### src/rtl/rsc_pkg.sv
package rsc_pkg;

    typedef enum logic [2:0] {
        ST_IDLE,
        ST_FETCH,
        ST_LOAD,
        ST_SHIFT,
        ST_FINISH
    } seq_state_e;

    typedef enum logic {
        MODE_COLSUM = 1'b0,
        MODE_CRC    = 1'b1
    } sig_mode_e;

endpackage

### src/rtl/rsc_addr_seq.sv
module rsc_addr_seq #(
    parameter int ADDR_W = 8,
    parameter int LEN_W  = ADDR_W + 1
) (
    input  logic              clk,
    input  logic              rst_n,
    input  logic              load,
    input  logic [ADDR_W-1:0] base,
    input  logic [LEN_W-1:0]  len,
    input  logic              step,
    output logic [ADDR_W-1:0] addr,
    output logic              exhausted
);

    typedef struct packed {
        logic [ADDR_W-1:0] addr;
        logic [LEN_W-1:0]  remain;
    } seq_t;

    seq_t q, d;

    always_comb begin
        d = q;
        if (load) begin
            d.addr   = base;
            d.remain = len;
        end else if (step) begin
            d.addr   = q.addr + 1'b1;
            d.remain = q.remain - 1'b1;
        end
    end

    always_ff @(posedge clk or negedge rst_n) begin
        if (!rst_n) q <= '0;
        else        q <= d;
    end

    assign addr      = q.addr;
    assign exhausted = (q.remain == '0);

endmodule

### src/rtl/rsc_colsum.sv
module rsc_colsum #(
    parameter int DATA_W = 16
) (
    input  logic              clk,
    input  logic              rst_n,
    input  logic              clear,
    input  logic              fold,
    input  logic [DATA_W-1:0] word,
    output logic [DATA_W-1:0] acc
);

    typedef struct packed {
        logic [DATA_W-1:0] acc;
    } cs_t;

    cs_t q, d;

    always_comb begin
        d = q;
        if (clear)
            d.acc = '0;
        else if (fold)
            d.acc = {q.acc[DATA_W-2:0], q.acc[DATA_W-1]} ^ word;
    end

    always_ff @(posedge clk or negedge rst_n) begin
        if (!rst_n) q <= '0;
        else        q <= d;
    end

    assign acc = q.acc;

endmodule

### src/rtl/rsc_crc_serial.sv
module rsc_crc_serial #(
    parameter int                DATA_W   = 16,
    parameter int                CRC_W    = 4,
    parameter logic [CRC_W-1:0]  CRC_POLY = 4'b1001,
    localparam int               CNT_W    = $clog2(DATA_W)
) (
    input  logic              clk,
    input  logic              rst_n,
    input  logic              clear,
    input  logic              load,
    input  logic              shift,
    input  logic [DATA_W-1:0] word,
    output logic [CRC_W-1:0]  rem,
    output logic              last_bit
);

    typedef struct packed {
        logic [DATA_W-1:0] sreg;
        logic [CRC_W-1:0]  rem;
        logic [CNT_W-1:0]  cnt;
    } crc_t;

    crc_t q, d;
    logic [CRC_W-1:0] stepped;

    always_comb begin
        stepped = {q.rem[CRC_W-2:0], q.sreg[DATA_W-1]};
        if (q.rem[CRC_W-1])
            stepped = stepped ^ CRC_POLY;
        d = q;
        if (clear) begin
            d = '0;
        end else if (load) begin
            d.sreg = word;
            d.cnt  = '0;
        end else if (shift) begin
            d.sreg = {q.sreg[DATA_W-2:0], 1'b0};
            d.rem  = stepped;
            d.cnt  = q.cnt + 1'b1;
        end
    end

    always_ff @(posedge clk or negedge rst_n) begin
        if (!rst_n) q <= '0;
        else        q <= d;
    end

    assign rem      = q.rem;
    assign last_bit = (q.cnt == CNT_W'(DATA_W - 1));

endmodule

### src/rtl/rom_sig_check.sv
module rom_sig_check
    import rsc_pkg::*;
#(
    parameter int               ADDR_W   = 8,
    parameter int               DATA_W   = 16,
    parameter int               CRC_W    = 4,
    parameter logic [CRC_W-1:0] CRC_POLY = 4'b1001,
    localparam int              LEN_W    = ADDR_W + 1
) (
    input  logic              clk,
    input  logic              rst_n,
    input  logic              start,
    input  logic [ADDR_W-1:0] base_addr,
    input  logic [LEN_W-1:0]  word_count,
    input  logic              mode,
    input  logic [DATA_W-1:0] expected,
    output logic              mem_rd,
    output logic [ADDR_W-1:0] mem_addr,
    input  logic [DATA_W-1:0] mem_rdata,
    output logic              busy,
    output logic              done,
    output logic              pass,
    output logic [DATA_W-1:0] signature
);

    typedef struct packed {
        seq_state_e        state;
        sig_mode_e         mode;
        logic [DATA_W-1:0] expect_val;
        logic              done;
        logic              pass;
        logic [DATA_W-1:0] sig;
    } ctl_t;

    ctl_t q, d;

    logic              seq_load, seq_step, seq_exhausted;
    logic              cs_clear, cs_fold;
    logic              crc_clear, crc_load, crc_shift, crc_last;
    logic [DATA_W-1:0] cs_acc;
    logic [CRC_W-1:0]  crc_rem;
    logic [DATA_W-1:0] crc_sig;
    logic              crc_active;

    always_comb begin
        crc_sig = '0;
        crc_sig[CRC_W-1:0] = crc_rem;
    end

    always_comb begin
        d         = q;
        d.done    = 1'b0;
        seq_load  = 1'b0;
        seq_step  = 1'b0;
        cs_clear  = 1'b0;
        cs_fold   = 1'b0;
        crc_clear = 1'b0;
        crc_load  = 1'b0;
        crc_shift = 1'b0;
        mem_rd    = 1'b0;
        unique case (q.state)
            ST_IDLE: begin
                if (start) begin
                    d.mode       = sig_mode_e'(mode);
                    d.expect_val = expected;
                    d.pass       = 1'b0;
                    seq_load     = 1'b1;
                    cs_clear     = 1'b1;
                    crc_clear    = 1'b1;
                    d.state      = (word_count == '0) ? ST_FINISH : ST_FETCH;
                end
            end
            ST_FETCH: begin
                mem_rd   = 1'b1;
                seq_step = 1'b1;
                d.state  = ST_LOAD;
            end
            ST_LOAD: begin
                if (q.mode == MODE_CRC) begin
                    crc_load = 1'b1;
                    d.state  = ST_SHIFT;
                end else begin
                    cs_fold  = 1'b1;
                    d.state  = seq_exhausted ? ST_FINISH : ST_FETCH;
                end
            end
            ST_SHIFT: begin
                crc_shift = 1'b1;
                if (crc_last)
                    d.state = seq_exhausted ? ST_FINISH : ST_FETCH;
            end
            ST_FINISH: begin
                d.done  = 1'b1;
                d.state = ST_IDLE;
                if (q.mode == MODE_CRC) begin
                    d.sig  = crc_sig;
                    d.pass = (crc_rem == '0);
                end else begin
                    d.sig  = cs_acc;
                    d.pass = (cs_acc == q.expect_val);
                end
            end
            default: d.state = ST_IDLE;
        endcase
    end

    always_ff @(posedge clk or negedge rst_n) begin
        if (!rst_n) begin
            q       <= '0;
            q.state <= ST_IDLE;
            q.mode  <= MODE_COLSUM;
        end else begin
            q <= d;
        end
    end

    rsc_addr_seq #(.ADDR_W(ADDR_W), .LEN_W(LEN_W)) u_seq (
        .clk       (clk),
        .rst_n     (rst_n),
        .load      (seq_load),
        .base      (base_addr),
        .len       (word_count),
        .step      (seq_step),
        .addr      (mem_addr),
        .exhausted (seq_exhausted)
    );

    rsc_colsum #(.DATA_W(DATA_W)) u_colsum (
        .clk   (clk),
        .rst_n (rst_n),
        .clear (cs_clear),
        .fold  (cs_fold),
        .word  (mem_rdata),
        .acc   (cs_acc)
    );

    rsc_crc_serial #(.DATA_W(DATA_W), .CRC_W(CRC_W), .CRC_POLY(CRC_POLY)) u_crc (
        .clk      (clk),
        .rst_n    (rst_n),
        .clear    (crc_clear),
        .load     (crc_load),
        .shift    (crc_shift),
        .word     (mem_rdata),
        .rem      (crc_rem),
        .last_bit (crc_last)
    );

    assign crc_active = (q.mode == MODE_CRC);
    assign busy       = (q.state != ST_IDLE);
    assign done       = q.done;
    assign pass       = q.pass;
    assign signature  = q.sig;

endmodule

### config.mk
export PLATFORM = sky130hd
export DESIGN_NAME = rom_sig_check
export DESIGN_NICKNAME = d
export VERILOG_FILES = /design/src/rtl/rsc_pkg.sv /design/src/rtl/rsc_addr_seq.sv /design/src/rtl/rsc_colsum.sv /design/src/rtl/rsc_crc_serial.sv /design/src/rtl/rom_sig_check.sv
export SDC_FILE = /design/constraint.sdc
export NUM_CORES = 1
export LEC_CHECK = 0
export ABC_AREA = 1
export BUFFER_PORTS_ARGS = -buffer_cell sky130_fd_sc_hd__buf_2
export CORE_ASPECT_RATIO = 0.9
export CORE_MARGIN = 2
export CORE_UTILIZATION = 48
export DETAILED_ROUTE_END_ITERATION = 10
export MAX_ROUTING_LAYER = met4
export PLACE_DENSITY = 0.69
export SETUP_SLACK_MARGIN = 0.5
export SLEW_MARGIN = 20
export SYNTH_ARGS = -nofsm -noshare
export SYNTH_HDL_FRONTEND = slang
export SYNTH_HIERARCHICAL = 1
export SYNTH_SLANG_ARGS = --single-unit
### constraint.sdc
create_clock -name clk -period 4.1 [get_ports clk]
set_clock_uncertainty 0.1 [all_clocks]
set_input_delay 0.82 -clock clk [delete_from_list [all_inputs] [get_ports clk]]
set_output_delay 0.82 -clock clk [all_outputs]
set_load 0.01 [all_outputs]
==> flow_metrics.tcl <==
set metrics [dict create \
    outcome "complete, no violations" \
    core_area_um2 10900 \
    worst_ep_required_time_ns 3.18 \
    port_buffer_cells 80 \
    worst_path_clk_slew_ns 0.06 \
    nets 798 \
    period_minus_slack_ns 2.63 \
    data_arrival_critical_path_ns 1.71 \
    crit_chain "nor3_1 -> buf_2" \
    drt_pre_antenna_iters 5 \
    holdWs_ns 0.377 \
    multi_input_comb_area_um2 2280 \
    synth-seq-area-share 0.437 \
    timing.critical_path.fanout_max 5 \
    detailedPlacementHpwl_um 8420 \
    core.rowCount 36 \
    clock_tree.root_cell "sky130_fd_sc_hd__clkbuf_16" \
    layout.area.seq_um2 2380 \
    finalWeightedCongestion 0.809 \
    tritoncts "built" \
    setup_repair_after_global_routing_missed_its_margin "false" \
    crit_family "simple AND/OR/NAND/NOR gates" \
    tightest_slew_ns 0.783 \
    max_freq_ghz 0.380 \
    synth_fp_nets 750 \
    finalMaxSlewViolations 0 \
    post_synth_num_cell_types 39 \
    cts_inserted_buffers 9 \
    mappedNetlistArea_um2 5440 \
    crit_path_max_incr_delay_ns 0.67 \
    pwr_density_cell_nw_per_um2 341 \
    power.leakage_nw 3.29 \
    grt_overflow 0 \
    clock-sinks 95 \
    grt_max_degree 63 \
    die_area_um2 12200 \
    yosys_warnings 6 \
    syn_area_per_cell_um2 7.84 \
    drt-total-wl_um 11500 \
    globalRouteTotalUtil 0.208 \
    antenna-diode-count 0 \
    final-hold-violation-count 0 \
    detailedRoute.firstIterationViolations 285 \
    post-route-util 0.550 \
    grt_first_pass_wirelength_um 19600 \
    synthesis.instances 694 \
    ctsHoldBuffers 0 \
    grt_pass1_vias 4200 \
    io_pins 81 \
    crit_type "flip-flop to output port" \
    drc_violations_left 0 \
    clock_insertion_delay_worst_skew_ns 0.34 \
    post_cts_resize_count 0 \
    period_share 0.642 \
    peakVddDrop_mv 0.196 \
    routedWlPerCell_um 12.8 \
    clk_path_buf_depth 2 \
    floorplan.die.width_um 116 \
    num_vias 4419 \
    initial_core_utilization 0.497 \
    yosys_register_bits 95 \
    total_of_endpoints_with_negative_setup_slack_in_the_final_report 0 \
    area_growth_pct 10.7 \
    finalSetupTns_ns 0 \
    min-delay-path-class "input pin to async pin" \
    timing.max_cap.violations 0 \
    critical_path.startpoint_type "flip-flop" \
    critical_path.endpoint_type "output port" \
    worst_slew_margin_rel 0.475 \
    critPathBufInv 1 \
    htreeDepth 3 \
    antenna_violations_before_repair 0 \
    final_layout_size_suffix_gt1_frac 0.236 \
    remaining_number_of_nets_flagged_by_the_antenna_check_after_routing 0 \
    fillers 1016 \
    post_cts_buffers 0 \
    die_h_um 105 \
    worst_path_max_delay_cell "sky130_fd_sc_hd__nor3_1" \
    drt-vias-per-instance 4.92 \
]
final timing paths:
check / start / to / slack, ns / cells past startpoint
hold / removal: rst_n / u_crc/rem[2] / 0.38 / 1
min in group clk: signature[10] / signature[10] / 0.38 / 2
setup / recovery: q[37] / mem_rd / 1.47 / 2
max in group asynchronous: rst_n / q[32] / 2.76 / 2
setup reg to reg: crc_active / u_crc/q[12] / 1.81 / 7
hold reg to reg: signature[10] / signature[10] / 0.38 / 2
cells in the final DEF, fill, tap and decap left out, types with 5 or more instances in the layout:
| cell type | n |
|---|---|
| sky130_fd_sc_hd__nand2_1 | 227 |
| sky130_fd_sc_hd__inv_1 | 96 |
| sky130_fd_sc_hd__dfrtp_1 | 95 |
| sky130_fd_sc_hd__buf_2 | 79 |
| sky130_fd_sc_hd__nand3_1 | 35 |
| sky130_fd_sc_hd__nor2_1 | 35 |
| sky130_fd_sc_hd__o21ai_0 | 26 |
| sky130_fd_sc_hd__o21ai_2 | 25 |
| sky130_fd_sc_hd__nand2_2 | 15 |
| sky130_fd_sc_hd__o21ai_1 | 13 |
| sky130_fd_sc_hd__clkbuf_16 | 9 |
| sky130_fd_sc_hd__inv_2 | 7 |
| sky130_fd_sc_hd__o31ai_1 | 7 |
| sky130_fd_sc_hd__a22oi_1 | 7 |
| sky130_fd_sc_hd__a21oi_1 | 6 |
| sky130_fd_sc_hd__nor3_1 | 5 |
| sky130_fd_sc_hd__nor2_2 | 5 |
| sky130_fd_sc_hd__o31ai_2 | 5 |
| sky130_fd_sc_hd__nor2_4 | 5 |
metrics by stage:
step                      cell area, µm²  instances  setup WS, ns  power, W
after CTS                           6020        899          1.44   0.00207
after global placement              5680        883          1.78   0.00112
final                               6020        899          1.47   0.00205
after detailed placement            5680        883          1.74   0.00113
after global routing                6020        899          1.29   0.00214
after floorplan                     5440        694          2.15   0.00108
cell type report:
cell class,instances,area share
repair buffers,83,0.0706
well taps,152,0.0316
clock inverters,4,0.0127
clock buffers,12,0.0443
multi-input cells,447,0.378
flip-flops and latches,95,0.395
inverters,106,0.0677
per-layer routing:
metal	GRT usage	wire (µm)	up-vias
li1	-	-	2238
met1	0.290	5550	2074
met2	0.304	5240	97
met3	0.0470	625	10
met4	0.0638	104	0
met5	-	0	-
power by group:
part	internal, W	leakage (nW)	switching [W]	total (W)
clock network	0.000585	0.165	0.000356	0.000942
registers	0.000960	1.08	0.0000262	0.000986
logic	0.0000480	2.04	0.0000748	0.000123
synthesized netlist by cell type (all sizes together):
cell type  instances  area, µm²
a21boi             1       7.51
a21oi              7       46.3
a22oi             10       90.1
a31oi              3       18.8
buf               45        374
clkbuf             1       3.75
dfrtp             95       2380
ha                 3       37.5
inv              106        408
nand2            244        968
nand3             37        195
nand4              2       12.5
nor2              45        216
nor3               6       35.0
nor4               1       6.26
o211ai             3       37.5
o21a               1       7.51
o21ai             64        414
o22ai              1       6.26
o31ai             12        115
xnor2              3       26.3
xor2               4       35.0
state kept, by name (all words and copies together) (netlist names):
name / count
u_seq/addr: 8
u_crc/rem: 4
u_colsum/acc: 16
done: 1
u_seq/q: 9
crc_active: 1
signature: 16
u_crc/q: 20
q: 19
pass: 1
cell families after synthesis:
| family | Yosys count | synth area share |
|---|---|---|
| and+or+nand+nor | 335 | 0.264 |
| buffers and inverters | 152 | 0.144 |
| AOI/OAI and AO/OA | 102 | 0.137 |
| DFF | 95 | 0.437 |
| xor gates and xnor gates | 7 | 0.0113 |
| adders and majority gates | 3 | 0.00690 |
(Power assumes the default switching activity.)
